## config.mk

```make
export PLATFORM = sky130hd
export DESIGN_NAME = pwm_latch_ctrl
export DESIGN_NICKNAME = d
export VERILOG_FILES = /design/src/rtl/pwm_latch_ctrl.sv
export SDC_FILE = /design/constraint.sdc
export NUM_CORES = 1
export LEC_CHECK = 0
export ABC_AREA = 1
export BUFFER_PORTS_ARGS = -buffer_cell sky130_fd_sc_hd__buf_2
export CAP_MARGIN = 20
export CORE_MARGIN = 4
export CORE_UTILIZATION = 51
export DETAILED_ROUTE_END_ITERATION = 6
export PLACE_DENSITY = 0.83
export SLEW_MARGIN = 20
export SYNTH_ARGS = -nofsm -noshare
export SYNTH_HDL_FRONTEND = slang
export SYNTH_SLANG_ARGS = --single-unit
```

## constraint.sdc

```tcl
create_clock -name clk -period 2.45 [get_ports clk]
set_clock_uncertainty 0.2 [all_clocks]
set_input_delay 0.245 -clock clk [delete_from_list [all_inputs] [get_ports clk]]
set_output_delay 0.245 -clock clk [all_outputs]
set_load 0.02 [all_outputs]
```

## src/rtl/pwm_latch_ctrl.sv

```systemverilog
module pwm_latch_ctrl #(
  parameter int CNT_W       = 8,
  parameter int PULSE_CYC   = 3,
  parameter int BLANK_CYC   = 2,
  parameter int PERSIST_CYC = 2,
  parameter int PER_SLOW    = 80,
  parameter int PER_FAST    = 50,
  parameter int PER_MIN     = 20,
  parameter int PER_MAX     = 200
) (
  input  logic             clk,
  input  logic             rst_n,
  input  logic [1:0]       freq_sel,
  input  logic [CNT_W-1:0] prog_period,
  input  logic [CNT_W-1:0] err_code,
  input  logic             ilim_trip,
  input  logic             hs_gate_low,
  input  logic             ls_gate_low,
  output logic             hs_on,
  output logic             ls_on
);
  localparam int BW = $clog2(BLANK_CYC + 1) + 1;
  localparam int TW = $clog2(PERSIST_CYC + 1) + 1;
  localparam logic [CNT_W-1:0] ONE_V   = CNT_W'(1);
  localparam logic [CNT_W-1:0] PULSE_V = CNT_W'(PULSE_CYC);
  localparam logic [CNT_W-1:0] SLOW_V  = CNT_W'(PER_SLOW);
  localparam logic [CNT_W-1:0] FAST_V  = CNT_W'(PER_FAST);
  localparam logic [CNT_W-1:0] MIN_V   = CNT_W'(PER_MIN);
  localparam logic [CNT_W-1:0] MAX_V   = CNT_W'(PER_MAX);
  localparam logic [BW-1:0]    BLANK_V = BW'(BLANK_CYC);
  localparam logic [TW-1:0]    PERS_V  = TW'(PERSIST_CYC);

  logic [CNT_W-1:0] ph, per, prog_lim, ramp;
  logic [BW-1:0]    on_cnt;
  logic [TW-1:0]    trip_cnt;
  logic             latch, osc_pulse, cmp_trip, ilim_cut, hs_want, qual_trip;

  assign prog_lim  = (prog_period < MIN_V) ? MIN_V :
                     (prog_period > MAX_V) ? MAX_V : prog_period;
  assign per       = freq_sel[1] ? prog_lim : (freq_sel[0] ? FAST_V : SLOW_V);
  assign osc_pulse = ph < PULSE_V;
  assign ramp      = ph - PULSE_V;
  assign cmp_trip  = !osc_pulse && (ramp >= err_code);
  assign ilim_cut  = trip_cnt >= PERS_V;
  assign hs_want   = latch && !osc_pulse && !cmp_trip && !ilim_cut;
  assign qual_trip = hs_on && (on_cnt >= BLANK_V) && ilim_trip;

  always_ff @(posedge clk) begin
    if (!rst_n) begin
      ph       <= '0;
      latch    <= 1'b0;
      hs_on    <= 1'b0;
      ls_on    <= 1'b0;
      on_cnt   <= '0;
      trip_cnt <= '0;
    end else begin
      ph <= (ph >= per - ONE_V) ? '0 : ph + ONE_V;
      if (osc_pulse)
        latch <= 1'b1;
      else if (cmp_trip || ilim_cut)
        latch <= 1'b0;
      hs_on <= hs_want && ls_gate_low && !ls_on;
      ls_on <= !hs_want && hs_gate_low && !hs_on;
      if (!hs_on)
        on_cnt <= '0;
      else if (on_cnt < BLANK_V)
        on_cnt <= on_cnt + BW'(1);
      if (!qual_trip)
        trip_cnt <= '0;
      else if (!ilim_cut)
        trip_cnt <= trip_cnt + TW'(1);
    end
  end
endmodule

```

Word-level counts from Yosys, hierarchy flattened
Index checks and enable logic that the tools add are counted.

storage, ports and cells
  logic and storage cells = 47
  flip-flop bits (word level) = 17
  output and inout port bits = 2

operators by class
  add/subtract/negate cells = 5
  bitwise operators = 1
  reduce and logical (&&, ||, !) cells = 21
  muxes and demuxes = 6
  $lt $le $gt $ge = 8

operators by type and width
  kind                   count
  $mux W8                3
  $ge A8 B8 Y1           2
  $logic_and A1 B1 Y1    10
  $add A8 B1 Y8 const B  1
  $gt A8 B8 Y1 const B   1
  $lt A8 B2 Y1 const B   1
  $lt A8 B5 Y1 const B   1
  $sub A8 B1 Y8 const B  1
  $sub A8 B2 Y8 const B  1
  $mux W7                1
  $add A3 B1 Y3 const B  2
  $ge A3 B2 Y1 const B   2
  $logic_not A1 Y1       6
  $reduce_and A2 Y1      2
  $lt A3 B2 Y1 const B   1
  $mux W1                2
  $reduce_bool A2 Y1     1
  $reduce_or A2 Y1       1
  $logic_or A1 B1 Y1     1
  $not A1 Y1             1

Logic depth before layout (Yosys ltp)
  word-level depth = 9
  gate-level depth with buffers = 19
  depth with buffers taken out = 19

Worst setup path after synthesis
OpenSTA, ideal clock, no wires.

  path type = input port to flip-flop
  from = input prog_period[4]
  to = register ph[0]
  stages = 17
  arrival = 2,156 ps
  library setup time = 71 ps
  data required time = 2,179 ps
  setup slack = 23 ps
  cells stage by stage = nor2_1 nor2_1 inv_1 nand3_1 nor2_2 inv_1 ha_1 nand2_2 clkinv_1 nand3b_1 nand2_1 ha_1 nand2_1 nor2_1 a211oi_1 nand4_1 nor2_1

on the way
  longest elaborated chain between the ends = 7
  elaborated cells on any way between the ends = 8
  classes of those cells = add/sub: 1; order compare: 3; mux: 3; reduce/logical: 1

RTL lines
  item                            line  text
  start: declaration              14    input logic [CNT_W-1:0] prog_period,
  $gt A8 B8 Y1                    39    (prog_period > MAX_V) ? MAX_V : prog_period;
  $mux W8                         39
  $mux W8 (*)                     38    assign prog_lim = (prog_period < MIN_V) ? MIN_V :
  $mux W8 (*)                     40    assign per = freq_sel[1] ? prog_lim : (freq_sel[0] ? FAST_V : SLOW_V);
  $sub A8 B1 Y8 (*)               57    ph <= (ph >= per - ONE_V) ? '0 : ph + ONE_V;
  $ge A8 B8 Y1 (*)                57
  $reduce_or A2 Y1 (no line) (*)  -
  end signal: assignment          57
  end: declaration                33    logic [CNT_W-1:0] ph, per, prog_lim, ramp;

Mark *: on every way between the ends. The rest lies on a longest branch, timed or not.
A chain may end at the register's enable or synchronous reset.

Final worst setup path
  from = input prog_period[4]
  to = register ph[7]

Same word-level chain as after synthesis.

==> flow_summary_export.csv <==
group,metric,value,unit
outcome,status,"finished, final reports clean",
synth,synth-warning-count,0,
synth,synth_nets,276,
clock_network,cts.sinks,17,
power_and_ir_drop,ir_drop,0.146,mV
critical_path,max_stage_delay,0.29,ns
timing,relSlewSlack,67.7,%
route,routed_wl,3330,um
power_and_ir_drop,pwr-share-seq,42.3,%
global_route,antenna_found_initial,0,
timing,tns,0,ns
critical_path,path_buf_inv,6,
final_layout,finalNetCount,325,
route,dr.pass1.iters,4,
clock_network,cts_tree,"yes",
min_path,worstHoldPathType,"in2reg",
synth,avgSynthCellArea,6.59,sq um
floorplan,die_w,62.6,um
global_route,overflow,0,
power_and_ir_drop,p_clk_share,21.4,%
power_and_ir_drop,intPower,0.462,mW
clock_network,clk_path_buf_depth,2,
power_and_ir_drop,combPwrFrac,36.3,%
clock_network,root_buffer,"clkbuf_4",
timing,timing.fmax,0.416,GHz
placement,dpl.hpwl,2560,um
floorplan,die_y,62.6,um
power_and_ir_drop,p_sw_share,33.4,%
critical_path,endpoint_kind,"flip-flop",
power_and_ir_drop,netSwitchingPower,0.232,mW
final_layout,syn2layout_area_growth,24.8,%
clock_network,path_clk_slew,0.10,ns
route,wl_per_cell,10.7,um
floorplan,core_area,2810,sq um
job,maxCapViolCount,0,
route,dr.first_iter.drc_count,37,
synth,synth_area,1520,sq um
floorplan,std_cell_rows,19,
critical_path,critical-path-top-delay-family,"simple AND/OR/NAND/NOR gates",
clock_network,cts_inserted_buffers,3,
floorplan,initial_utilization,54.2,%
synth,synth-simple-area-share,37.4,%
global_route,track_usage,15.9,%
timing,period_minus_slack,2.40,ns
placement,routabilityCongestion,0.835,
placement,place_area,1820,sq um
route,vias,1558,
synth,synth-xor-area-share,6.33,%
synth,synth_adder_area_share,18.1,%
clock_network,htree_levels,1,
critical_path,worstSetupStartpointType,"input port",
placement,portBuffers,24,
timing,worstMarginPinSlew,0.480,ns
synth,synthDistinctLibCells,23,
timing,setup_viol_count_final,0,
floorplan,boundaryPins,25,
power_and_ir_drop,p_leak,1.03,nW
synth,ys.flop_type,"dfxtp_1",
critical_path,required,2.48,ns
route,drc,0,
synth,yosysSeqAreaShare,22.4,%
critical_path,worstSetupPathType,"in2reg",
synth,ys_ff_latch,17,
critical_path,worstPathCellList,"buf_2 -> inv_1 -> nor2_4 -> nor2_4 -> inv_1 -> nand2_1 -> nor2_2 -> inv_1 -> ha_2 -> nand2_2 -> clkinv_1 -> nand3b_1 -> nand2_1 -> ha_1 -> nand2_2 -> nor2_1 -> a211oi_2 -> nand4_1 -> buf_6 -> nor2_1",
synth,synthArstFlopShare,0,%
synth,syn_inst,231,
power_and_ir_drop,p_total,0.694,mW
critical_path,cp_common_cell,"inv_1",
synth,synth.mux.area_fraction,0,%
final_layout,stdcell_area,1900,sq um
critical_path,crit_fanout,8,
final_layout,final_layout_size_suffix_gt1_share,24.0,%
global_route,grt_pass1_vias,1378,
route,ant_nets,0,
timing,finalCritPeriodShare,98.2,%
final_layout,antenna_cells,0,
timing,final_max_slew_viol_count,0,
global_route,grt_max_degree,10,
synth,synth-compound-area-share,5.67,%
synth,synth_edf_count,0,
critical_path,cp_slowest_cell,"ha_1",
synth,synth_top_family_by_area,"simple AND/OR/NAND/NOR gates",
critical_path,worst_ep_arrival_time,2.44,ns
global_route,grt_first_pass_wirelength,5160,um
route,routed_via_density,5.03,
timing,hold_violations,0,
floorplan,dieArea,3920,sq um
clock_network,post_cts_buffers,0,
clock_network,insertion_delay,0.29,ns
power_and_ir_drop,powerDensity,366,nW/um^2
logic make-up (layout without fill, tap and decap cells):
logic type | after synthesis | after routing
buf+inv | 41 | 89
compound gates | 16 | 16
fa+ha+maj | 22 | 22
simple gates | 124 | 124
xor+xnor | 11 | 11
flops | 17 | 17
per-stage QoR:
step                hold WS, ns  utilization [%]  instances  worst slack (ns)
global placement          0.241             64.7        304            -0.140
detailed placement        0.241             64.7        304            -0.244
global route             0.0654             67.7        310            -0.124
floorplan                 0.168                -        231            0.0225
finish                   0.0664             67.7        310            0.0452
CTS                      0.0641             66.4        310            0.0435
worst reg2reg max path, stage by stage (launching register included):
cell	delay, ns
dfxtp_1	0.39
a21oi_1	0.25
nand3_1	0.15
nor3_1	0.21
xor2_1	0.17
ha_1	0.26
nand2_1	0.07
nand4_1	0.09
nor2_1	0.16
nand2_1	0.09
a21oi_1	0.12
cells in the final DEF (no fill, tap or decap), drive strengths merged:
master | synthesis | layout
a21oi | 12 | 12
xor2 | 10 | 10
a211oi | 1 | 1
dfxtp | 17 | 17
ha | 22 | 22
buf | 0 | 42
nand2 | 56 | 56
inv | 40 | 40
clkinv | 1 | 1
nor2 | 44 | 44
xnor2 | 1 | 1
clkbuf | 0 | 4
nand4 | 6 | 6
nand3b | 2 | 2
dlygate4sd3 | 0 | 2
nand3 | 12 | 12
or2 | 1 | 1
o21ai | 2 | 2
nor3 | 3 | 3
o2111ai | 1 | 1
final timing paths:
path	start	endpoint	slack [ns]	cells past startpoint
min reg2reg	trip_cnt[2]$_SDFFE_PN0N_	trip_cnt[2]$_SDFFE_PN0N_	0.27	2
max reg2reg	ph[0]$_SDFF_PP0_	latch$_SDFFE_PN0P_	0.25	10
max	prog_period[4]	ph[7]$_SDFF_PP0_	0.05	20
min	ilim_trip	trip_cnt[1]$_SDFFE_PN0N_	0.07	3
registers in the layout (all words and copies together) (netlist names):
register,cells
ph,8
on_cnt,3
trip_cnt,3
hs_on,1
latch,1
ls_on,1
power groups by stage:
stage	combinational, mW	sequential, mW	clock (mW)
4_1_cts	0.244	0.293	0.150
2_1_floorplan	0.158	0.299	0
6_report	0.252	0.294	0.148
5_1_grt	0.294	0.295	0.166
3_3_place_gp	0.232	0.299	0
3_5_place_dp	0.240	0.300	0
synthesized netlist by cell type (2+ instances only):
library cell,count,area [sq um]
nand2_1,53,199
inv_1,40,150
nor2_1,38,143
ha_1,22,275
dfxtp_1,17,340
a21oi_1,12,60.1
nand3_1,12,60.1
xor2_1,10,87.6
nand4_1,6,37.5
nor2_2,3,18.8
nor2_4,3,33.8
nand2_2,2,12.5
nor3_1,2,10.0
o21ai_0,2,10.0
layer usage:
layer	vias up	GRT usage (%)	wire [um]
li1	821	-	-
met1	694	17.6	1450
met2	37	29.3	1660
met3	6	3.24	156
met4	0	6.06	61
met5	-	0	0
final cells by class:
cell class / instances / area [sq um]
tap: 31 / 38.8
fill: 251 / 907
multi-input combinational: 173 / 1060
clock buffer: 4 / 26.3
sequential: 17 / 340
inverter: 41 / 154
timing repair buffer: 44 / 279
timing repair:
action                                  CTS  global route
endpoints found under the hold margin     2             0
hold buffers                              2             0
endpoints found under the setup margin    0             9
gates resized for setup                   0            12
Power figures use the tool's default switching activity.
